--- src/rtl/flc_pkg.sv ---
`timescale 1ns/1ps
package flc_pkg;
  typedef enum logic [2:0] {
    OP_READ = 3'd0, OP_PROG = 3'd1, OP_ER4K = 3'd2, OP_ER32K = 3'd3,
    OP_ER64K = 3'd4, OP_CHIP = 3'd5, OP_WREN = 3'd6, OP_RSVD = 3'd7
  } flc_op_e;

  typedef enum logic [1:0] {T_EN, T_MAIN, T_POLL} flc_txn_e;

  typedef enum logic [2:0] {S_IDLE, S_LOAD, S_SHIFT, S_RDOUT, S_STEP, S_GAP} flc_st_e;

  function automatic logic [7:0] main_opcode(flc_op_e op);
    case (op)
      OP_READ:  return 8'h03;
      OP_PROG:  return 8'h02;
      OP_ER4K:  return 8'h20;
      OP_ER32K: return 8'h52;
      OP_ER64K: return 8'hD8;
      OP_CHIP:  return 8'hC7;
      default:  return 8'h06;
    endcase
  endfunction

  function automatic logic needs_enable(flc_op_e op);
    return op inside {OP_PROG, OP_ER4K, OP_ER32K, OP_ER64K, OP_CHIP};
  endfunction

  function automatic logic has_addr(flc_op_e op);
    return op inside {OP_READ, OP_PROG, OP_ER4K, OP_ER32K, OP_ER64K};
  endfunction

  // erase size decides how many low address bits are cleared
  function automatic logic [23:0] erase_align(flc_op_e op, logic [23:0] a);
    case (op)
      OP_ER4K:  return {a[23:12], 12'h000};
      OP_ER32K: return {a[23:15], 15'h0000};
      OP_ER64K: return {a[23:16], 16'h0000};
      default:  return a;
    endcase
  endfunction

  function automatic logic [7:0] hdr_byte(logic [1:0] sel, logic [7:0] opc, logic [23:0] a);
    case (sel)
      2'd0:    return opc;
      2'd1:    return a[23:16];
      2'd2:    return a[15:8];
      default: return a[7:0];
    endcase
  endfunction
endpackage

--- src/rtl/flc_slot_map.sv ---
`timescale 1ns/1ps
module flc_slot_map #(
  parameter int NUM_SLOTS = 8,
  parameter int SLOT_W    = 3
) (
  input  logic [SLOT_W-1:0] slot,
  output logic [23:0]       base
);
  localparam int TOTAL_BLOCKS  = 1024;  // 4 MiB in 4 KB blocks
  localparam int BLK_PER_SLOT  = (TOTAL_BLOCKS - 1) / NUM_SLOTS;
  localparam logic [23:0] SLOT_BYTES = 24'(BLK_PER_SLOT * 4096);

  assign base = 24'd4096 + 24'(slot) * SLOT_BYTES;
endmodule

--- src/rtl/flc_byte_shifter.sv ---
`timescale 1ns/1ps
module flc_byte_shifter #(
  parameter int CLK_DIV = 2
) (
  input  logic       clk,
  input  logic       rst_n,
  input  logic       start,
  input  logic [7:0] tx,
  input  logic       miso,
  output logic       sclk,
  output logic       mosi,
  output logic       done,
  output logic [7:0] rx
);
  localparam int DW = (CLK_DIV > 1) ? $clog2(CLK_DIV) : 1;

  logic          busy;
  logic [7:0]    sh;
  logic [DW-1:0] div;
  logic [2:0]    nbit;
  logic          half_tick;

  assign half_tick = busy && (div == DW'(CLK_DIV - 1));
  assign mosi      = sh[7];

  always_ff @(posedge clk or negedge rst_n) begin
    if (!rst_n) begin
      busy <= 1'b0; sclk <= 1'b0; sh <= '0; rx <= '0;
      div  <= '0;   nbit <= '0;   done <= 1'b0;
    end else begin
      done <= 1'b0;
      if (start && !busy) begin
        busy <= 1'b1; sh <= tx; div <= '0; nbit <= '0;
      end else if (busy) begin
        if (half_tick) begin
          div <= '0;
          if (!sclk) begin
            sclk <= 1'b1;
            rx   <= {rx[6:0], miso};
          end else begin
            sclk <= 1'b0;
            sh   <= {sh[6:0], 1'b0};
            nbit <= nbit + 3'd1;
            if (nbit == 3'd7) begin
              busy <= 1'b0;
              done <= 1'b1;
            end
          end
        end else begin
          div <= div + DW'(1);
        end
      end
    end
  end
endmodule

--- src/rtl/flash_cmd_ctrl.sv ---
`timescale 1ns/1ps
module flash_cmd_ctrl
  import flc_pkg::*;
#(
  parameter int CLK_DIV   = 2,
  parameter int NUM_SLOTS = 8,
  parameter int LEN_W     = 9,
  parameter int SLOT_W    = $clog2(NUM_SLOTS)
) (
  input  logic              clk,
  input  logic              rst_n,
  input  logic              req_valid,
  output logic              req_ready,
  input  logic [2:0]        req_op,
  input  logic [23:0]       req_addr,
  input  logic [LEN_W-1:0]  req_len,
  input  logic              req_slot_en,
  input  logic [SLOT_W-1:0] req_slot,
  input  logic [7:0]        wr_data,
  input  logic              wr_valid,
  output logic              wr_ready,
  output logic [7:0]        rd_data,
  output logic              rd_valid,
  input  logic              rd_ready,
  output logic              sclk,
  output logic              cs_n,
  output logic              mosi,
  input  logic              miso
);
  localparam int IW      = LEN_W + 1;
  localparam int GAP_CYC = 2 * CLK_DIV;
  localparam int GW      = $clog2(GAP_CYC + 1);

  flc_st_e          st;
  flc_txn_e         txn;
  flc_op_e          op_q;
  logic [23:0]      addr_q;
  logic [LEN_W-1:0] len_q;
  logic [IW-1:0]    idx;
  logic [GW-1:0]    gcnt;
  logic             fin;

  // named internal events for the checker
  logic             ev_op_start;
  logic [7:0]       ev_opcode;

  logic [23:0]   slot_base, eff_addr;
  logic [7:0]    cur_opcode, tx_byte, rx_byte;
  logic [IW-1:0] hdr_n, data_n, total_n;
  logic          in_hdr, prog_byte, read_byte, sh_start, sh_done, last_byte;

  flc_slot_map #(.NUM_SLOTS(NUM_SLOTS), .SLOT_W(SLOT_W)) u_slot (
    .slot(req_slot), .base(slot_base)
  );

  flc_byte_shifter #(.CLK_DIV(CLK_DIV)) u_shift (
    .clk(clk), .rst_n(rst_n), .start(sh_start), .tx(tx_byte), .miso(miso),
    .sclk(sclk), .mosi(mosi), .done(sh_done), .rx(rx_byte)
  );

  assign eff_addr = ((req_slot_en ? slot_base : 24'd0) + req_addr) & 24'h3F_FFFF;

  always_comb begin
    case (txn)
      T_EN:    cur_opcode = 8'h06;
      T_POLL:  cur_opcode = 8'h05;
      default: cur_opcode = main_opcode(op_q);
    endcase
    hdr_n  = (txn == T_MAIN && has_addr(op_q)) ? IW'(4) : IW'(1);
    data_n = '0;
    if (txn == T_POLL) data_n = IW'(1);
    else if (txn == T_MAIN && (op_q == OP_READ || op_q == OP_PROG)) data_n = IW'(len_q);
    total_n   = hdr_n + data_n;
    in_hdr    = idx < hdr_n;
    prog_byte = (txn == T_MAIN) && (op_q == OP_PROG) && !in_hdr;
    read_byte = (txn == T_MAIN) && (op_q == OP_READ) && !in_hdr;
    tx_byte   = in_hdr ? hdr_byte(idx[1:0], cur_opcode, addr_q)
                       : (prog_byte ? wr_data : 8'h00);
    last_byte = (idx + IW'(1)) == total_n;
  end

  assign req_ready   = (st == S_IDLE);
  assign wr_ready    = (st == S_LOAD) && prog_byte;
  assign sh_start    = (st == S_LOAD) && (!prog_byte || wr_valid);
  assign ev_op_start = sh_start && (idx == '0);
  assign ev_opcode   = cur_opcode;

  always_ff @(posedge clk or negedge rst_n) begin
    if (!rst_n) begin
      st <= S_IDLE; txn <= T_MAIN; op_q <= OP_READ; addr_q <= '0; len_q <= '0;
      idx <= '0; gcnt <= '0; fin <= 1'b1; cs_n <= 1'b1;
      rd_valid <= 1'b0; rd_data <= '0;
    end else begin
      case (st)
        S_IDLE: if (req_valid) begin
          op_q   <= flc_op_e'(req_op);
          addr_q <= erase_align(flc_op_e'(req_op), eff_addr);
          len_q  <= req_len;
          idx    <= '0;
          cs_n   <= 1'b0;
          txn    <= needs_enable(flc_op_e'(req_op)) ? T_EN : T_MAIN;
          st     <= S_LOAD;
        end
        S_LOAD: if (sh_start) st <= S_SHIFT;
        S_SHIFT: if (sh_done) begin
          if (read_byte) begin
            rd_valid <= 1'b1;
            rd_data  <= rx_byte;
            st       <= S_RDOUT;
          end else begin
            st <= S_STEP;
          end
        end
        S_RDOUT: if (rd_ready) begin
          rd_valid <= 1'b0;
          st       <= S_STEP;
        end
        S_STEP: if (last_byte) begin
          cs_n <= 1'b1; gcnt <= '0; idx <= '0; st <= S_GAP;
          case (txn)
            T_EN:    begin txn <= T_MAIN; fin <= 1'b0; end
            T_MAIN:  begin txn <= T_POLL; fin <= !needs_enable(op_q); end
            default: fin <= !rx_byte[0];
          endcase
        end else begin
          idx <= idx + IW'(1);
          st  <= S_LOAD;
        end
        S_GAP: if (gcnt == GW'(GAP_CYC - 1)) begin
          if (fin) st <= S_IDLE;
          else begin cs_n <= 1'b0; st <= S_LOAD; end
        end else begin
          gcnt <= gcnt + GW'(1);
        end
        default: st <= S_IDLE;
      endcase
    end
  end
endmodule

--- config.mk ---
export PLATFORM = sky130hd
export DESIGN_NAME = flash_cmd_ctrl
export DESIGN_NICKNAME = d
export VERILOG_FILES = /design/src/rtl/flc_pkg.sv /design/src/rtl/flc_slot_map.sv /design/src/rtl/flc_byte_shifter.sv /design/src/rtl/flash_cmd_ctrl.sv
export SDC_FILE = /design/constraint.sdc
export NUM_CORES = 1
export LEC_CHECK = 0
export ABC_CLOCK_PERIOD_IN_PS = 4400
export BUFFER_PORTS_ARGS = -buffer_cell sky130_fd_sc_hd__buf_2
export CORE_UTILIZATION = 52
export CTS_BUF_LIST = sky130_fd_sc_hd__clkbuf_4 sky130_fd_sc_hd__clkbuf_8
export DETAILED_ROUTE_END_ITERATION = 10
export HOLD_SLACK_MARGIN = 0.03
export PLACE_DENSITY_LB_ADDON = 0.3
export SYNTH_ARGS = -nofsm -noshare
export SYNTH_HDL_FRONTEND = slang
export SYNTH_SLANG_ARGS = --single-unit
--- constraint.sdc ---
create_clock -name clk -period 4.4 [get_ports clk]
set_input_delay 1.32 -clock clk [delete_from_list [all_inputs] [get_ports clk]]
set_output_delay 1.32 -clock clk [all_outputs]
set_load 0.005 [all_outputs]
==> out/metrics.cfg <==
[worst_hold_path]
min-delay-start=addr_q[17]
hold_depth=2
hold_path.class=reg2reg
min_to=addr_q[17]

[clock_tree]
clkSlewWorstSetupHoldPaths_ns=0.09
clockBufferDepth=2
clock_sinks=86
cts_root_buf=clkbuf_8
cts_buffers=9
htree_levels=3
hold_buffers=0
clkLatencyLatePin_ns=0.37
cts_tree=done

[power_and_ir_drop]
power_mw=1.65
p_seq_share_pct=48.1
powerDensity_nw_per_um2=263
vdd_drop_max_mv=0.146
p_sw_uw=462
sw_frac_of_total_pct=27.9
p_comb_share_pct=20.6
p_int_mw=1.19
p_clk_share_pct=31.3
p_leak_nw=2.92

[sta]
hold_violations=0
timing.final.crit_share_pct=98.9
setup_slack_ns=0.0466
finalSetupViolCount=0
tightest_slew_ns=1.07
max_freq_mhz=230
finalMaxSlewViolations=0
finalClockSkew_ns=0.00837
fin_setup_tns_ns=0
slew_headroom_pct=28.4
hold_ws_ns=0.498
rsz0062_at_grt=yes
min_period_ns=4.35

[finish]
final_nets=702
fin_cells=753
drive_gt1_share_pct=28.4
syn2layout_area_growth_pct=17.6
utilization_pct=63.8
fillCellCount=831
stdcell_area_um2=6290

[synth]
synth_top_family_by_area=compound AO/OA/AOI/OAI gates
synth_fa_ha_area_share_pct=8.79
ys_ff_latch=86
syn_area_per_cell_um2=10.0
ys_seq_area_share_pct=40.3
synth_async_sr_flop_share_pct=100
synth_xor_area_share_pct=5.24
synth-simple-area-share_pct=15.8
yosysWarningCount=0
muxShareOfSynthArea_pct=9.21
yosys.area.top_type_share_pct=38.8
synth_edf_count=0
yosys_most_used_dff=dfrtp_1
yosys-top-cells-area=dfrtp_1 (39%), ha_1 (6.5%), mux2_2 (5.3%)
yosysTopAreaCell=dfrtp_1
synth_compound_area_share_pct=16.9
synth_nets=621
yosysUniqueCellTypes=66
syn_inst=533
mappedNetlistArea_um2=5350

[setup_path]
endpoint_kind=flip-flop
r2r_slack_ns=0.71
worstSetupStartpointType=input pin
timing.rr.end=fin
arrival_ns=4.61
reg2regPathDepth=11
cp.required_ns=4.66
cp_max_fo=3
critPathKind=in2reg
r2r_start=txn[0]

[global_route]
gr-usage-met1_pct=30.2
grt_use_met2_pct=38.6
top_usage_layer=met2
gr-usage-met3_pct=5.24
grt_pass1_vias=4144
grt_pass1_wl_um=19200
grt_max_degree=87
antenna_found_initial=1
grt.total_usage_pct=23.3
grt_overflow_total=0

[placed_design]
dp_hpwl_um=8780
place.gp.congestion=0.846
placed_cell_area_um2=5970
dpl_worst_slack_ns=-0.393
portBuffers=65
placedCellCount=732

[detailed_routing]
vias=4321
via_per_inst=5.74
wirelength_um=11900
postRouteAntennaNets=0
dr.pass1.iters=4
drt_iter0_markers=266
drcViolationCount=0
avgRoutedWirePerCell_um=15.8

[die]
die_w_um=103
die-area_um2=10700
initial_core_util_pct=54.2
rows=36
die_h_um=103
core_area_um2=9860
io_pins=68

[job]
maxCapViolCount=0

[outcome]
outcome=complete, no violations

## layout make-up
cell class                      instances  area (um^2)  area share (%)
Inverter                               23         93.8            1.49
Clock buffer                           10          131            2.09
Sequential cell                        86         2160            34.3
Timing Repair Buffer                   96          578            9.19
Antenna cell                            1         2.50          0.0398
Tap cell                              133          166            2.64
Multi-Input combinational cell        398         3120            49.6
Clock inverter                          6         46.3           0.736
## state kept, by name, indices dropped and copies added (netlist names), 2 cells and up
signal and count:
addr_q 22, idx 10, len_q 9, rd_data 8
u_shift.rx 8, u_shift.sh 8, gcnt 3, op_q 3
st 3, u_shift.nbit 3, txn 2
## power groups by stage
stage               Clock (mW)  Combinational (mW)  Sequential [mW]
global route             0.564               0.375            0.797
floorplan                    0               0.156            0.811
global placement             0               0.276            0.812
finish                   0.518               0.341            0.796
detailed placement           0               0.286            0.812
CTS                      0.529               0.288            0.796
## kinds of logic (layout without fill, tap and decap cells)
kind of cell	Yosys count	in the layout
other	0	1
XOR/XNOR	32	32
AND/OR/NAND/NOR	155	155
adder cells (fa/ha/maj)	34	34
flip-flops	86	86
buffers and inverters	49	135
AO/OA/AOI/OAI	131	131
multiplexers	46	46
## cell usage in the layout (no fill, tap or decap), types with 8 or more instances in the layout
cell | synthesis | layout
dfrtp_1 | 83 | 83
buf_2 | 3 | 63
nand2_1 | 53 | 53
buf_4 | 1 | 30
mux2_2 | 25 | 25
o21ai_0 | 28 | 24
ha_1 | 28 | 24
mux2i_1 | 20 | 20
inv_1 | 23 | 19
xnor2_1 | 17 | 17
a21oi_1 | 18 | 15
a22o_1 | 15 | 15
xor2_1 | 15 | 14
nor2_1 | 13 | 13
nand3_1 | 12 | 12
and2_1 | 13 | 11
a22oi_1 | 11 | 11
o21ai_1 | 7 | 10
clkbuf_8 | 0 | 9
nor2b_1 | 8 | 8
nor3_1 | 10 | 8
## how the worst max path moves through the flow
stage / startpoint / slack [ns] / cells after the start / endpoint
floorplan: req_slot[2] / -0.10 / 16 / addr_q[21]
global placement: req_slot[2] / -0.30 / 17 / addr_q[21]
detailed placement: req_slot[2] / -0.39 / 17 / addr_q[21]
CTS: req_slot[2] / 0.005 / 17 / addr_q[21]
global route: req_slot[0] / -0.07 / 18 / addr_q[20]
finish: req_slot[0] / 0.05 / 17 / addr_q[19]
## layer usage
metal / vias to the layer above / part of all wire (%)
met3: 16 / 4.8
met4: 0 / 1.5
met1: 2101 / 45
met2: 103 / 48
li1: 2101 / -
met5: - / 0
## worst max-delay path, stage by stage
cell,delay (ns)
buf_8,0.10
fa_2,0.60
ha_4,0.15
inv_4,0.03
fa_2,0.36
inv_2,0.07
fa_2,0.45
buf_6,0.13
xnor2_1,0.11
and2_4,0.16
ha_4,0.25
nand2_1,0.08
o21ai_2,0.07
o41ai_2,0.30
buf_4,0.18
xor2_1,0.18
o21ai_1,0.08
## repair_timing
action,CTS,global route
resized for setup,0,27
pin swaps,3,18
setup endpoints to repair,1,5
setup buffers,1,3
## cell usage after synthesis (all sizes together) (12+ instances only)
| cell | number |
|---|---|
| dfrtp | 83 |
| nand2 | 53 |
| o21ai | 35 |
| ha | 28 |
| mux2 | 26 |
| inv | 23 |
| a21oi | 20 |
| mux2i | 20 |
| clkbuf | 19 |
| xnor2 | 17 |
| a22o | 15 |
| and2 | 15 |
| xor2 | 15 |
| nor2 | 13 |
| nand3 | 12 |
Note: power is estimated with default switching activity, not from simulation.
